`config.mk`:
```
export PLATFORM = sky130hd
export DESIGN_NAME = pix_out_formatter
export DESIGN_NICKNAME = d
export VERILOG_FILES = /design/src/rtl/pix_fmt_pkg.sv /design/src/rtl/pix_fmt_ctrl.sv /design/src/rtl/pix_fmt_dpath.sv /design/src/rtl/pix_out_formatter.sv
export SDC_FILE = /design/constraint.sdc
export NUM_CORES = 1
export LEC_CHECK = 0
export ABC_AREA = 1
export BUFFER_PORTS_ARGS = -buffer_cell sky130_fd_sc_hd__buf_2
export CAP_MARGIN = 25
export CORE_MARGIN = 3
export CORE_UTILIZATION = 53
export DETAILED_ROUTE_END_ITERATION = 12
export PLACE_DENSITY = 0.74
export RECOVER_POWER = 50
export SKIP_CTS_REPAIR_TIMING = 1
export SLEW_MARGIN = 15
export SYNTH_ARGS = -nofsm -noshare
export SYNTH_HDL_FRONTEND = slang
export SYNTH_SLANG_ARGS = --single-unit
```
`constraint.sdc`:
```
create_clock -name clk -period 1.3 [get_ports clk]
set_clock_uncertainty 0.15 [all_clocks]
set_input_delay 0.195 -clock clk [delete_from_list [all_inputs] [get_ports clk]]
set_output_delay 0.195 -clock clk [all_outputs]
set_load 0.02 [all_outputs]
```
`src/rtl/pix_fmt_pkg.sv`:
```
package pix_fmt_pkg;

  // Strobes from the control decode to the datapath output stage.
  typedef struct packed {
    logic blankNow;   // aligned blank flag at the tap of the delay line
    logic useClamp;   // substitute clamp level rather than zero
    logic grayOn;     // Gray code the output word
    logic fallEdge;   // take the falling-edge register
    logic bypass;     // transparent path, no retiming
    logic forceIdle;  // hold the bus at zero
  } fmt_strobe_t;

endpackage

```
`src/rtl/pix_fmt_ctrl.sv`:
```
module pix_fmt_ctrl
  import pix_fmt_pkg::*;
#(
  parameter int LAT = 15
) (
  input  logic        clk,
  input  logic        rstN,
  input  logic        blankStrobe,
  input  logic        blankActHigh,
  input  logic        blankUseClamp,
  input  logic        grayEnable,
  input  logic        fallEdgeSel,
  input  logic        latchBypass,
  input  logic        outOff,
  input  logic        outCtl,
  output fmt_strobe_t strobe,
  output logic        driveEn
);

  localparam int DEPTH = LAT - 1;

  logic             blankHit;
  logic [DEPTH-1:0] blankPipe;

  // Polarity is folded in before the delay, so the pipe always holds "blank".
  assign blankHit = ~(blankStrobe ^ blankActHigh);

  always_ff @(posedge clk) begin
    if (!rstN) begin
      blankPipe <= '0;
    end else begin
      blankPipe[0] <= blankHit;
      for (int s = 1; s < DEPTH; s++) begin
        blankPipe[s] <= blankPipe[s-1];
      end
    end
  end

  always_comb begin
    strobe.blankNow  = blankPipe[DEPTH-1];
    strobe.useClamp  = blankUseClamp;
    strobe.grayOn    = grayEnable;
    strobe.fallEdge  = fallEdgeSel;
    strobe.bypass    = latchBypass;
    strobe.forceIdle = ~outCtl;
  end

  assign driveEn = outCtl & ~outOff;

endmodule

```
`src/rtl/pix_fmt_dpath.sv`:
```
module pix_fmt_dpath
  import pix_fmt_pkg::*;
#(
  parameter int DATA_W      = 12,
  parameter int LAT         = 15,
  parameter int CLAMP_W     = 10,
  parameter int CLAMP_SHIFT = 2
) (
  input  logic               clk,
  input  logic               rstN,
  input  logic [DATA_W-1:0]  sampleIn,
  input  logic [CLAMP_W-1:0] clampTarget,
  input  fmt_strobe_t        strobe,
  output logic [DATA_W-1:0]  pixOut
);

  localparam int DEPTH      = LAT - 1;
  localparam int CLAMP_KEEP = CLAMP_W - CLAMP_SHIFT;

  logic [DATA_W-1:0] stageQ [DEPTH];
  logic [DATA_W-1:0] tapData;
  logic [DATA_W-1:0] clampWhole;
  logic [DATA_W-1:0] preVal;
  logic [DATA_W-1:0] grayVal;
  logic [DATA_W-1:0] codedVal;
  logic [DATA_W-1:0] riseQ;
  logic [DATA_W-1:0] fallQ;
  logic [DATA_W-1:0] selVal;
  logic              unusedClampLsb;

  // Delay line: stage 0 captures the raw sample, the rest shift it on.
  generate
    for (genvar g = 0; g < DEPTH; g++) begin : g_stage
      if (g == 0) begin : g_head
        always_ff @(posedge clk) begin
          if (!rstN) stageQ[g] <= '0;
          else       stageQ[g] <= sampleIn;
        end
      end else begin : g_body
        always_ff @(posedge clk) begin
          if (!rstN) stageQ[g] <= '0;
          else       stageQ[g] <= stageQ[g-1];
        end
      end
    end
  endgenerate

  assign tapData = stageQ[DEPTH-1];

  // Quarter-LSB target to whole-LSB code.
  assign unusedClampLsb = ^clampTarget[CLAMP_SHIFT-1:0];
  always_comb begin
    clampWhole = '0;
    clampWhole[CLAMP_KEEP-1:0] = clampTarget[CLAMP_W-1:CLAMP_SHIFT];
  end

  // Blank substitution comes before the optional Gray coding.
  always_comb begin
    if (strobe.blankNow) preVal = strobe.useClamp ? clampWhole : '0;
    else                 preVal = tapData;
  end

  generate
    for (genvar b = 0; b < DATA_W; b++) begin : g_gray
      if (b == DATA_W - 1) begin : g_msb
        assign grayVal[b] = preVal[b];
      end else begin : g_low
        assign grayVal[b] = preVal[b] ^ preVal[b+1];
      end
    end
  endgenerate

  assign codedVal = strobe.grayOn ? grayVal : preVal;

  always_ff @(posedge clk) begin
    if (!rstN) riseQ <= '0;
    else       riseQ <= codedVal;
  end

  always_ff @(negedge clk) begin
    if (!rstN) fallQ <= '0;
    else       fallQ <= codedVal;
  end

  always_comb begin
    if (strobe.bypass)        selVal = codedVal;
    else if (strobe.fallEdge) selVal = fallQ;
    else                      selVal = riseQ;
  end

  assign pixOut = strobe.forceIdle ? '0 : selVal;

  // ---------------------------------------------------------------- checks
  logic cfgRise;
  logic cfgOther;
  assign cfgRise  = !strobe.fallEdge && !strobe.bypass && !strobe.forceIdle;
  assign cfgOther = strobe.fallEdge || strobe.bypass || strobe.forceIdle;

  p_zero_blank_r2: assert property (@(posedge clk) disable iff (!rstN)
    strobe.blankNow && !strobe.useClamp && cfgRise |=> cfgOther || pixOut == '0)
    else $error("blank to zero not seen on bus");

  p_clamp_blank_r3: assert property (@(posedge clk) disable iff (!rstN)
    strobe.blankNow && strobe.useClamp && !strobe.grayOn && cfgRise
    |=> cfgOther || pixOut == $past(clampWhole))
    else $error("blank to clamp level not seen on bus");

  p_gray_step_r5: assert property (@(posedge clk) disable iff (!rstN)
    !strobe.blankNow && strobe.grayOn && cfgRise &&
    $past(!strobe.blankNow && strobe.grayOn && cfgRise) &&
    (tapData == $past(tapData) + 1'b1)
    |=> cfgOther || $countones(pixOut ^ $past(pixOut)) == 1)
    else $error("Gray coded neighbours differ in more than one bit");

endmodule

```
`src/rtl/pix_out_formatter.sv`:
```
module pix_out_formatter
  import pix_fmt_pkg::*;
#(
  parameter int DATA_W      = 12,
  parameter int LAT         = 15,
  parameter int CLAMP_W     = 10,
  parameter int CLAMP_SHIFT = 2
) (
  input  logic               clk,
  input  logic               rstN,
  input  logic [DATA_W-1:0]  sampleIn,
  input  logic               blankStrobe,
  input  logic [CLAMP_W-1:0] clampTarget,
  input  logic               blankActHigh,
  input  logic               blankUseClamp,
  input  logic               grayEnable,
  input  logic               fallEdgeSel,
  input  logic               latchBypass,
  input  logic               outOff,
  input  logic               outCtl,
  output logic [DATA_W-1:0]  pixOut,
  output logic               pixOe
);

  fmt_strobe_t ctlStrobe;
  logic        driveEn;

  pix_fmt_ctrl #(
    .LAT(LAT)
  ) u_ctrl (
    .clk          (clk),
    .rstN         (rstN),
    .blankStrobe  (blankStrobe),
    .blankActHigh (blankActHigh),
    .blankUseClamp(blankUseClamp),
    .grayEnable   (grayEnable),
    .fallEdgeSel  (fallEdgeSel),
    .latchBypass  (latchBypass),
    .outOff       (outOff),
    .outCtl       (outCtl),
    .strobe       (ctlStrobe),
    .driveEn      (driveEn)
  );

  pix_fmt_dpath #(
    .DATA_W     (DATA_W),
    .LAT        (LAT),
    .CLAMP_W    (CLAMP_W),
    .CLAMP_SHIFT(CLAMP_SHIFT)
  ) u_dpath (
    .clk        (clk),
    .rstN       (rstN),
    .sampleIn   (sampleIn),
    .clampTarget(clampTarget),
    .strobe     (ctlStrobe),
    .pixOut     (pixOut)
  );

  assign pixOe = driveEn;

  p_oe_off_r8: assert property (@(posedge clk) disable iff (!rstN)
    outOff |-> !pixOe)
    else $error("bus enabled while off");

  p_idle_r9: assert property (@(posedge clk) disable iff (!rstN)
    !outCtl |-> (pixOut == '0) && !pixOe)
    else $error("bus not idle while output control cleared");

endmodule

```
-- Word-level counts from Yosys, hierarchy flattened
Memory sizes are Yosys's and may differ from the RTL's.
Index checks and enable logic that the tools add are counted.
- memory bits (writable): 168
- bits in latches: 0
- bits in registers: 38
- input port bits: 32
- memories: 1
- output and inout bits: 13
- word-level logic and storage cells: 56
- ROM bits: 0
- memories (memory ; words ; width ; read ports ; clocked after memory_dff ; wr ports ; RTL line ; text):
    u_dpath.stageQ ; 14 ; 12 ; 14 ; 0 ; 14 ; pix_fmt_dpath.sv:20 ; logic [DATA_W-1:0] stageQ [DEPTH];
- $mul: 0
- eq/ne operators: 0
- shifts and indexed selects: 0
- $lt $le $gt $ge: 0
- divide/modulo/power cells: 0
- bitwise operators: 29
- add/subtract/negate cells: 0
- reductions and logical operators: 0
- multiplexer cells: 23
- operator list (operator ; number):
    $mux 12 ; 19
    $or 1x1->1 ; 14
    $xor 1x1->1 ; 12
    $mux 11 ; 1
    $mux 8 ; 1
    $mux 1 ; 2
    $not 1->1 ; 2
    $and 1x1->1 ; 1

-- Logic depth before layout (Yosys ltp)
- word-level depth: 6
- depth in mapped cells: 8
- mapped depth without buffers: 7

-- Modules after synthesis
Synthesis repeated with hierarchy kept, for this count alone.
- cell total of the unflattened synthesis: 800
- area, all modules: 6510.0 um^2
- modules (own cells, without submodules) (module ; instances ; cells each ; area each (um^2) ; sequential area each (um^2)):
    pix_fmt_dpath ; 1 ; 747 ; 6057.1 ; 3843.7
    pix_fmt_ctrl ; 1 ; 53 ; 452.9 ; 280.3

==> flow_summary_export.csv <==
group,metric,value,unit
logic_synthesis,synthesis.area_per_instance,8.16,um^2
setup_path,worstPathMaxFanout,1,
global_routing,gr-usage-met3,3.06,%
clocking,cts_max_path_buffers,3,
logic_synthesis,synth_nets,822,
outcome,outcome,"finished with violations",
die,core_region_area,11700,um^2
cells_and_area,post_route_cells_drive_above_1_share,15.0,%
sta,hold_slack,0.0117,ns
clocking,cts_htree_levels,1,
sta,slew_viol_final,0,
global_routing,use_met1,16.1,%
power,power.ir.vdd_worst,0.00137,V
global_routing,gr-usage-all-layers,15.7,%
cells_and_area,layout.nets,907,
hold_path,worst_hold_path_type,"input port to flip-flop",
sta,worstMarginPinSlew,0.738,ns
die,io_pins,45,
die,initial_utilization,55.3,%
logic_synthesis,synth.largest_area_cell,"dfxtp_1",
cells_and_area,filler_cell_count,916,
outcome,violations,"setup timing",
die,fp-row-count,39,
logic_synthesis,synth_area,6450,um^2
setup_path,ff2ff_setup_slack,-0.55,ns
route,ant_nets_after_route,0,
sta,fin_ws,-0.974,ns
cells_and_area,final_area,7970,um^2
clocking,worstSkewPairLatency,0.48,ns
logic_synthesis,synth_area_leaders,"dfxtp_1, nand2_1, inv_1",
place,place.port_buffers,42,
clocking,cts_tree,"done",
sta,setup_violations,24,
sta,slew_headroom,50.8,%
route,totalWireLength,10200,um
logic_synthesis,synth_enable_flop_cells,0,
flow_run,max-cap-violations,0,
global_routing,gr-total-overflow,0,
logic_synthesis,synth_top_family_by_area,"simple AND/OR/NAND/NOR gates",
global_routing,grt_pass1_wl,17600,um
logic_synthesis,synth-adder-area-share,0,%
logic_synthesis,synthesis.yosys.warnings,0,
global_routing,antenna_found_initial,0,
global_routing,busiest_layer,"met2",
logic_synthesis,synth.ff_latch_count,206,
logic_synthesis,synth-simple-area-share,20.1,%
route,route.detailed.wl_per_inst,9.89,um
clocking,cts_root_buffer,"clkbuf_16",
route,route.detailed.drc,0,
setup_path,end_kind,"primary output",
die,die_h,116,um
global_routing,grt_start_max_net_pins,117,
route,drt-initial-drc-count,163,
route,via_count,4521,
place,detailedPlace.worstSlack,-0.608,ns
power,total_leakage_power,4.74,nW
logic_synthesis,synth.mux.area_fraction,0,%
logic_synthesis,synthArstFlopShare,0,%
setup_path,arrival,1.93,ns
setup_path,critPathLaunchType,"flip-flop",
logic_synthesis,synthTopCellsByCount,"nand2_1, dfxtp_1, inv_1",
sta,finalHoldViolCount,0,
route,detail_route.first_pass.iterations,5,
global_routing,gr-usage-met2,31.4,%
place,dpl_cell_area,7010,um^2
logic_synthesis,synthesis.instances,790,
logic_synthesis,prevailing_post_synth_register_cell,"dfxtp_1",
logic_synthesis,synth_xor_xnor_area_share,0.136,%
setup_path,worst-setup-path-type,"flip-flop to primary output",
die,fp.dieArea,13500,um^2
power,power.density,1590,nW/um^2
cells_and_area,antenna-diode-count,0,
global_routing,grt_pass1_vias,4279,
logic_synthesis,synthesized_area_fraction_occupied_by_ao_oa_aoi_and_oai_cells,1.40,%
route,post_drt_via_cell_ratio,4.39,
logic_synthesis,synth_most_common_cell,"nand2_1",
die,die_w,116,um
clocking,cts_num_sinks,206,
place,gpl.final_weighted_congestion,0.820,
clocking,numCtsBuffers,20,
clocking,clock_transition_time_at_the_flip_flop_clock_pins_of_the_worst_setup_and_hold_paths,0.05,ns
logic_synthesis,yosysTopAreaCellShare,64.0,%
cells_and_area,layout-area-overhead-vs-synth,23.6,%
logic_synthesis,synth_cell_type_count,19,
logic_synthesis,synth_seq_area_share,64.0,%
place,dp_hpwl,6320,um
sta,rsz0062_at_grt,"yes",
setup_path,crit_required,0.95,ns
-- flip-flops by register name, indices dropped and copies added, names as in the netlist --
register	count
u_ctrl.blankPipe	14
u_dpath.fallQ	12
u_dpath.riseQ	12
u_dpath.stageQ	168
-- placed cells by master, fill, tap and decap left out, drive strengths merged --
cell / count
nor2: 15
clkbuf: 28
nand4: 1
buf: 68
clkinv: 6
bufinv: 3
dfxtp: 206
nor3: 1
nand3: 38
o21ai: 1
nand2: 274
a21oi: 15
a31oi: 1
dlygate4sd3: 14
xor2: 1
inv: 216
-- power breakdown --
group          total [W]  internal [W]  switching, W
combinational   0.000412      0.000170      0.000242
sequential       0.00640       0.00638     0.0000175
clock            0.00585       0.00355       0.00230
total             0.0127        0.0101       0.00256
-- area by class of cell --
cell class / count / area [um^2] / area share [%]
clock buffer: 26 / 533 / 6.69
clock inverter: 21 / 175 / 2.20
inverter: 204 / 771 / 9.67
multi-input combinational: 347 / 1510 / 18.9
sequential: 206 / 4130 / 51.8
tap: 143 / 179 / 2.25
timing repair buffer: 84 / 672 / 8.43
-- critical path: stages (launching register included) --
cell and delay, ns:
dfxtp_2 0.31, nand2_1 0.05, nand3_1 0.07, nand2_1 0.06, a21oi_2 0.13, buf_6 0.13
-- worst paths after layout --
kind                            cells after the start              startpoint                endpoint
worst max-delay path                                5       u_dpath.fallQ[10]              pixOut[10]
worst min-delay path                                4              grayEnable        u_dpath.riseQ[8]
worst max register to register                      7    u_ctrl.blankPipe[13]        u_dpath.fallQ[1]
worst min register to register                      2  u_dpath.stageQ[11][10]  u_dpath.stageQ[12][10]
-- layer usage --
| metal | vias to the layer above | share of wire (%) |
|---|---|---|
| li1 | 2380 | - |
| met3 | 25 | 4.0 |
| met1 | 2033 | 40 |
| met4 | 0 | 2.5 |
| met2 | 83 | 54 |
| met5 | - | 0 |
-- through the flow --
step | std cells | util [%] | power (W) | setup TNS (ns)
2_1_floorplan | 790 | - | 0.00682 | -9.34
3_3_place_gp | 971 | 60.1 | 0.00695 | -10.71
3_5_place_dp | 971 | 60.1 | 0.00696 | -11.46
4_1_cts | 1017 | 66.1 | 0.0128 | -17.67
5_1_grt | 1031 | 68.3 | 0.0132 | -19.16
6_report | 1031 | 68.3 | 0.0127 | -16.96
-- cells by family (layout without fill, tap and decap cells) --
group	Yosys count	count (layout)
xor+xnor	1	1
buf+inv	237	335
simple gates	329	329
compound gates	17	17
flops	206	206
No activity file was read; power rests on OpenSTA's default activity.
